### src/rtl/memwin_pkg.sv
package memwin_pkg;

   // bus command codes that name memory transactions
   localparam logic [3:0] CMD_MEM_RD      = 4'b0110;
   localparam logic [3:0] CMD_MEM_WR      = 4'b0111;
   localparam logic [3:0] CMD_MEM_RD_MULT = 4'b1100;
   localparam logic [3:0] CMD_MEM_RD_LINE = 4'b1110;
   localparam logic [3:0] CMD_MEM_WR_INV  = 4'b1111;

   typedef enum logic {
      SIDE_PRI = 1'b0,
      SIDE_SEC = 1'b1
   } side_e;

   typedef struct packed {
      logic is_mem;
      logic is_read;
      logic rd_burst;
   } cmd_class_t;

   typedef struct packed {
      logic down;
      logic up;
      logic pf;
      logic single;
   } fwd_dec_t;

endpackage

### src/rtl/memwin_cfg_regs.sv
module memwin_cfg_regs #(
   parameter int NUM_WIN   = 2,
   parameter int REG_W     = 16,
   parameter int UPPER_W   = 12,
   parameter int CFG_AW    = 8,
   parameter int FIRST_OFS = 32
) (
   input  logic                 clk,
   input  logic                 rst_n,
   input  logic                 cfg_wr,
   input  logic [CFG_AW-1:0]    cfg_addr,
   input  logic [REG_W/8-1:0]   cfg_be,
   input  logic [REG_W-1:0]     cfg_wdata,
   output logic [REG_W-1:0]     cfg_rdata,
   output logic [UPPER_W-1:0]   base_hi [NUM_WIN],
   output logic [UPPER_W-1:0]   lim_hi  [NUM_WIN]
);
   localparam int NREG  = 2 * NUM_WIN;
   localparam int LANES = REG_W / 8;
   localparam int LOW_W = REG_W - UPPER_W;

   if (REG_W % 8 != 0) begin : g_bad_reg_w
      $error("memwin_cfg_regs: REG_W must be a whole number of bytes");
   end
   if (LOW_W < 1) begin : g_bad_upper_w
      $error("memwin_cfg_regs: UPPER_W must leave at least one fixed low bit");
   end

   logic [NREG*UPPER_W-1:0] field_flat;
   logic [NREG-1:0]         ofs_sel;

   // register r sits at FIRST_OFS + 2*r: even r is a base, odd r a limit
   for (genvar r = 0; r < NREG; r++) begin : g_reg
      localparam int OFS = FIRST_OFS + 2 * r;
      logic [UPPER_W-1:0] fld_q;
      logic [REG_W-1:0]   cur_val;
      logic [REG_W-1:0]   merged;

      assign ofs_sel[r] = (cfg_addr == CFG_AW'(OFS));
      assign cur_val    = {fld_q, {LOW_W{1'b0}}};

      always_comb begin
         merged = cur_val;
         for (int b = 0; b < LANES; b++) begin
            if (cfg_be[b]) merged[b*8 +: 8] = cfg_wdata[b*8 +: 8];
         end
      end

      always_ff @(posedge clk) begin
         if (!rst_n)                    fld_q <= '0;
         else if (cfg_wr && ofs_sel[r]) fld_q <= merged[REG_W-1:LOW_W];
      end

      assign field_flat[r*UPPER_W +: UPPER_W] = fld_q;
   end

   for (genvar w = 0; w < NUM_WIN; w++) begin : g_win_out
      assign base_hi[w] = field_flat[(2*w)*UPPER_W   +: UPPER_W];
      assign lim_hi[w]  = field_flat[(2*w+1)*UPPER_W +: UPPER_W];
   end

   always_comb begin
      cfg_rdata = '0;
      for (int r = 0; r < NREG; r++) begin
         if (ofs_sel[r]) cfg_rdata = {field_flat[r*UPPER_W +: UPPER_W], {LOW_W{1'b0}}};
      end
   end

endmodule

### src/rtl/memwin_range_match.sv
module memwin_range_match #(
   parameter int UPPER_W = 12
) (
   input  logic [UPPER_W-1:0] addr_hi,
   input  logic [UPPER_W-1:0] base_hi,
   input  logic [UPPER_W-1:0] lim_hi,
   output logic               hit
);
   // only the upper address bits are compared: the implied low bits make
   // the base inclusive from xxx00000h and the limit inclusive to xxxFFFFFh;
   // base above limit leaves no value satisfying both bounds
   logic above_base;
   logic below_lim;

   assign above_base = (addr_hi >= base_hi);
   assign below_lim  = (addr_hi <= lim_hi);
   assign hit        = above_base && below_lim;

endmodule

### src/rtl/memwin_cmd_classify.sv
module memwin_cmd_classify
   import memwin_pkg::*;
(
   input  logic [3:0]  cmd,
   output cmd_class_t  cls
);
   always_comb begin
      cls = '0;
      unique case (cmd)
         CMD_MEM_RD:      begin cls.is_mem = 1'b1; cls.is_read = 1'b1; end
         CMD_MEM_RD_MULT,
         CMD_MEM_RD_LINE: begin cls.is_mem = 1'b1; cls.is_read = 1'b1; cls.rd_burst = 1'b1; end
         CMD_MEM_WR,
         CMD_MEM_WR_INV:  cls.is_mem = 1'b1;
         default:         cls = '0;
      endcase
   end

endmodule

### src/rtl/memwin_fwd_decoder.sv
module memwin_fwd_decoder
   import memwin_pkg::*;
#(
   parameter int ADDR_W    = 32,
   parameter int GRAN_BITS = 20,
   parameter int REG_W     = 16,
   parameter int CFG_AW    = 8,
   parameter int FIRST_OFS = 32,
   parameter int NUM_WIN   = 2,
   parameter int PF_WIN    = 1
) (
   input  logic                 clk,
   input  logic                 rst_n,
   input  logic                 cfg_wr,
   input  logic [CFG_AW-1:0]    cfg_addr,
   input  logic [REG_W/8-1:0]   cfg_be,
   input  logic [REG_W-1:0]     cfg_wdata,
   output logic [REG_W-1:0]     cfg_rdata,
   input  logic                 mem_en,
   input  logic                 master_en,
   input  logic                 txn_valid,
   input  logic [ADDR_W-1:0]    txn_addr,
   input  logic [3:0]           txn_cmd,
   input  logic                 txn_side,
   input  logic                 vga_hit,
   output logic                 dec_valid,
   output logic                 fwd_down,
   output logic                 fwd_up,
   output logic                 pf_ok,
   output logic                 single_xfer
);
   localparam int UPPER_W = ADDR_W - GRAN_BITS;

   if (GRAN_BITS < 1 || GRAN_BITS >= ADDR_W) begin : g_bad_gran
      $error("memwin_fwd_decoder: GRAN_BITS must lie inside the address");
   end
   if (PF_WIN < 0 || PF_WIN >= NUM_WIN) begin : g_bad_pf_win
      $error("memwin_fwd_decoder: PF_WIN must name an existing window");
   end
   if (UPPER_W >= REG_W) begin : g_bad_widths
      $error("memwin_fwd_decoder: upper address field does not fit a register");
   end

   logic [UPPER_W-1:0] base_hi [NUM_WIN];
   logic [UPPER_W-1:0] lim_hi  [NUM_WIN];
   logic [UPPER_W-1:0] addr_hi;
   logic [NUM_WIN-1:0] win_hit;
   cmd_class_t         cls;
   fwd_dec_t           dec_d;
   fwd_dec_t           dec_q;
   logic               valid_q;

   memwin_cfg_regs #(
      .NUM_WIN   (NUM_WIN),
      .REG_W     (REG_W),
      .UPPER_W   (UPPER_W),
      .CFG_AW    (CFG_AW),
      .FIRST_OFS (FIRST_OFS)
   ) u_regs (
      .clk       (clk),
      .rst_n     (rst_n),
      .cfg_wr    (cfg_wr),
      .cfg_addr  (cfg_addr),
      .cfg_be    (cfg_be),
      .cfg_wdata (cfg_wdata),
      .cfg_rdata (cfg_rdata),
      .base_hi   (base_hi),
      .lim_hi    (lim_hi)
   );

   assign addr_hi = txn_addr[ADDR_W-1:GRAN_BITS];

   for (genvar w = 0; w < NUM_WIN; w++) begin : g_win
      memwin_range_match #(
         .UPPER_W (UPPER_W)
      ) u_match (
         .addr_hi (addr_hi),
         .base_hi (base_hi[w]),
         .lim_hi  (lim_hi[w]),
         .hit     (win_hit[w])
      );
   end

   memwin_cmd_classify u_cls (
      .cmd (txn_cmd),
      .cls (cls)
   );

   logic hit_any;
   logic hit_pf;
   logic from_pri;
   logic fwd_any;

   assign hit_any  = |win_hit;
   assign hit_pf   = win_hit[PF_WIN];
   assign from_pri = (side_e'(txn_side) == SIDE_PRI);

   always_comb begin
      dec_d      = '0;
      dec_d.down = from_pri  && cls.is_mem && hit_any && mem_en;
      dec_d.up   = !from_pri && cls.is_mem && !hit_any && !vga_hit && master_en;
      fwd_any    = dec_d.down || dec_d.up;
      // prefetchable window wins over the I/O window when both hit
      dec_d.pf     = fwd_any && cls.is_read && ((dec_d.down && hit_pf) || cls.rd_burst);
      dec_d.single = fwd_any && cls.is_read && !dec_d.pf;
   end

   always_ff @(posedge clk) begin
      if (!rst_n) begin
         valid_q <= 1'b0;
         dec_q   <= '0;
      end else begin
         valid_q <= txn_valid;
         dec_q   <= txn_valid ? dec_d : '0;
      end
   end

   assign dec_valid   = valid_q;
   assign fwd_down    = dec_q.down;
   assign fwd_up      = dec_q.up;
   assign pf_ok       = dec_q.pf;
   assign single_xfer = dec_q.single;

endmodule

### config.mk
export PLATFORM = sky130hd
export DESIGN_NAME = memwin_fwd_decoder
export DESIGN_NICKNAME = d
export VERILOG_FILES = /design/src/rtl/memwin_pkg.sv /design/src/rtl/memwin_cfg_regs.sv /design/src/rtl/memwin_range_match.sv /design/src/rtl/memwin_cmd_classify.sv /design/src/rtl/memwin_fwd_decoder.sv
export SDC_FILE = /design/constraint.sdc
export NUM_CORES = 1
export LEC_CHECK = 0
export ABC_AREA = 1
export CORE_UTILIZATION = 49
export CTS_CLUSTER_SIZE = 24
export DETAILED_ROUTE_END_ITERATION = 16
export PLACE_DENSITY = 0.84
export SYNTH_ARGS = -nofsm -noshare
export SYNTH_HDL_FRONTEND = slang
export SYNTH_SLANG_ARGS = --single-unit
### constraint.sdc
create_clock -name clk -period 1.64 [get_ports clk]
set_input_delay 0.164 -clock clk [delete_from_list [all_inputs] [get_ports clk]]
set_output_delay 0.164 -clock clk [all_outputs]
set_load 0.005 [all_outputs]
==> flow_summary.json <==
{
  "rsz0062_at_grt": "yes",
  "seq_area_frac_synth_pct": 31.05,
  "ys_warn_count": 0,
  "antenna_cells": 0,
  "synth_edf_count": 0,
  "slew_violations": 0,
  "crit_type": "register to register",
  "synth_area_leaders": "dfxtp_1 (31%), ha_1 (18%), a21oi_1 (11%)",
  "critPathArrivalTime_ns": 2.07,
  "cts_tree": "yes",
  "drc": 0,
  "hold_ws_ns": 0.4406,
  "post-route-util_pct": 75.70,
  "drv_cap": 0,
  "end_kind": "register",
  "cts_buffers": 5,
  "dieWidth_um": 85.51,
  "grt_pass1_vias": 3719,
  "crit_family": "simple AND/OR/NAND/NOR gates",
  "synth_mux_area_share_pct": 0,
  "cts_root_buf": "clkbuf_8",
  "rows": 30,
  "synth_flop_cell": "dfxtp_1",
  "antenna_found_initial": 0,
  "cp.required_ns": 1.87,
  "finalSetupViolCount": 4,
  "grt_pass1_wl_mm": 16.95,
  "final_hold_viol_count": 0,
  "place.detailed.hpwl_mm": 7.096,
  "synth_area_um2": 3417,
  "synth_top_family_by_area": "compound AO/OA/AOI/OAI gates",
  "overflow": 0,
  "antenna_left": 0,
  "fp.coreArea_um2": 6756,
  "start_util_pct": 50.57,
  "clk_path_buf_depth": 2,
  "die-area_um2": 7311,
  "clock_sinks": 53,
  "nFillCells": 431,
  "synth_top_area_share_pct": 31.05,
  "worstPathCellList": "inv_1 > ha_1 > a21oi_1 > o21ai_0 > nor2_1 > nand2_1 > nand2_2 > nand2_1 > nand2_1 > nand2_1 > nand2_1 > nor2_1",
  "dp.cells": 652,
  "cp_max_fo": 3,
  "port_buffers": 62,
  "ctsHtreeMaxLevel": 2,
  "p_leak_nw": 2.092,
  "synthAdderAreaFrac_pct": 17.58,
  "synthSimpleGateAreaFrac_pct": 16.51,
  "fin_tns_setup_ns": -0.5689,
  "routedWlPerCell_um": 17.86,
  "synthMostInstantiatedCell": "inv_1",
  "fin_crit_sh_pct": 112.1,
  "path_common_cell": "nand2_1",
  "post_drt_via_cell_ratio": 5.931,
  "violations": "setup timing",
  "grt_util_all_layers_pct": 29.62,
  "drive_gt1_share_pct": 33.33,
  "synthXorXnorAreaFrac_pct": 0,
  "hp-class": "input port to register",
  "ys_ff_latch": 53,
  "synthArstFlopShare_pct": 0,
  "yosysUniqueCellTypes": 24,
  "clk_latency_ns": 0.32,
  "synth_compound_area_share_pct": 22.78,
  "initialDrtViolationCount": 326,
  "synth_cells": 480,
  "final-instance-count-excl-fill": 665,
  "io_pins": 91,
  "via_count": 3944,
  "die_h_um": 85.51,
  "nets": 702,
  "netlist_top_cells_count": "inv_1 (82), a21oi_1 (72), nand2_1 (70)",
  "grt_max_degree": 50,
  "power.density_nw_per_um2": 537.3,
  "fin_ws_ns": -0.1990,
  "synth_top_cell_by_area": "dfxtp_1",
  "fmax_mhz": 543.8,
  "place.gp.congestion": 0.8997,
  "cpPeakStageDelay_ns": 0.32,
  "syn_to_final_growth_pct": 49.69,
  "clkTransAtPathRegs_ns": 0.10,
  "totalWireLength_mm": 11.88,
  "firstDrtPassIters": 6,
  "slowest_stage": "dfxtp_1",
  "status": "finished with violations",
  "min_period_ns": 1.839,
  "crit_buf_inv": 1,
  "irDropWorstVdd_mv": 0.3607,
  "fin_worst_skew_ns": 0.008641,
  "syn_area_per_cell_um2": 7.119,
  "start_kind": "register"
}
==> path summary, 6_finish.rpt <==
path,to,slack (ns),cells past startpoint,from
worst min register to register,u_regs.g_reg[0].fld_q[0],0.46,2,u_regs.g_reg[0].fld_q[0]
worst max register to register,pf_ok,-0.20,12,u_regs.g_reg[0].fld_q[9]
worst max-delay path,pf_ok,-0.20,12,u_regs.g_reg[0].fld_q[9]
worst min-delay path,fwd_down,0.44,3,txn_valid
==> layout make-up <==
type,count,area (um2),share of cell area [%]
multi-input combinational,328,2496,48.80
sequential,53,1077,21.06
timing repair buffer,111,999.7,19.54
inverter,85,326.6,6.385
tap,80,100.1,1.957
clock buffer,5,68.82,1.345
clock inverter,3,46.29,0.9051
==> tightest hold or removal path, stage by stage <==
cell             delay (ns)
clkdlybuf4s50_1        0.42
nand2_1                0.10
nor2_1                 0.05
==> placed cells by master (no fill, tap or decap), types with 10 or more instances in the layout <==
cell / Yosys / final
a21oi_1: 72 / 67
buf_2: 3 / 13
buf_4: 4 / 37
clkdlybuf4s50_1: 0 / 31
dfxtp_1: 53 / 40
dfxtp_2: 0 / 13
dlygate4sd2_1: 0 / 12
ha_1: 48 / 25
ha_4: 0 / 22
inv_1: 82 / 57
inv_2: 3 / 26
nand2_1: 70 / 56
nand2_2: 0 / 11
nand3_2: 5 / 10
nor2_1: 28 / 15
o21ai_0: 63 / 48
o21ai_1: 0 / 13
==> state kept, by name, indices dropped and copies added, names as in the netlist <==
name	count
u_regs.g.fld_q	48
dec_valid	1
fwd_down	1
fwd_up	1
pf_ok	1
single_xfer	1
==> power breakdown <==
group	total (mW)	switching (mW)	leakage (nW)	internal, mW
logic	0.531	0.284	1.60	0.247
clock network	0.927	0.470	0.0543	0.458
registers	1.29	0.000978	0.434	1.29
total	2.75	0.755	2.09	1.99
==> per-stage QoR <==
stage	setup slack (ns)	total power, mW	cell area (um2)
6_report	-0.1990	2.748	5115
4_1_cts	-0.006722	2.658	4753
3_3_place_gp	-0.6760	1.714	4452
5_1_grt	-0.2814	2.848	5115
2_1_floorplan	0.1556	1.518	3428
3_5_place_dp	-0.7355	1.733	4452
==> per-layer routing <==
layer	vias to the layer above	routed length, um	GRT usage (%)
met3	75	967	5.775
li1	1809	-	-
met2	265	5886	51.93
met1	1795	4328	33.57
met4	0	698	17.12
met5	-	0	0
==> timing repair <==
item / CTS / global route
hold buffers: 0 / 0
cloned: 1 / 0
endpoints found under the setup margin: 60 / 26
pin swaps: 22 / 29
gates resized for setup: 135 / 95
buffers inserted: 3 / 2
==> kinds of logic after synthesis <==
logic type	Yosys count
AOI/OAI and AO/OA	150
adders and majority gates	48
buffers and inverters	102
DFF	53
other	1
and+or+nand+nor	126
No activity file was read; power rests on OpenSTA's default activity.
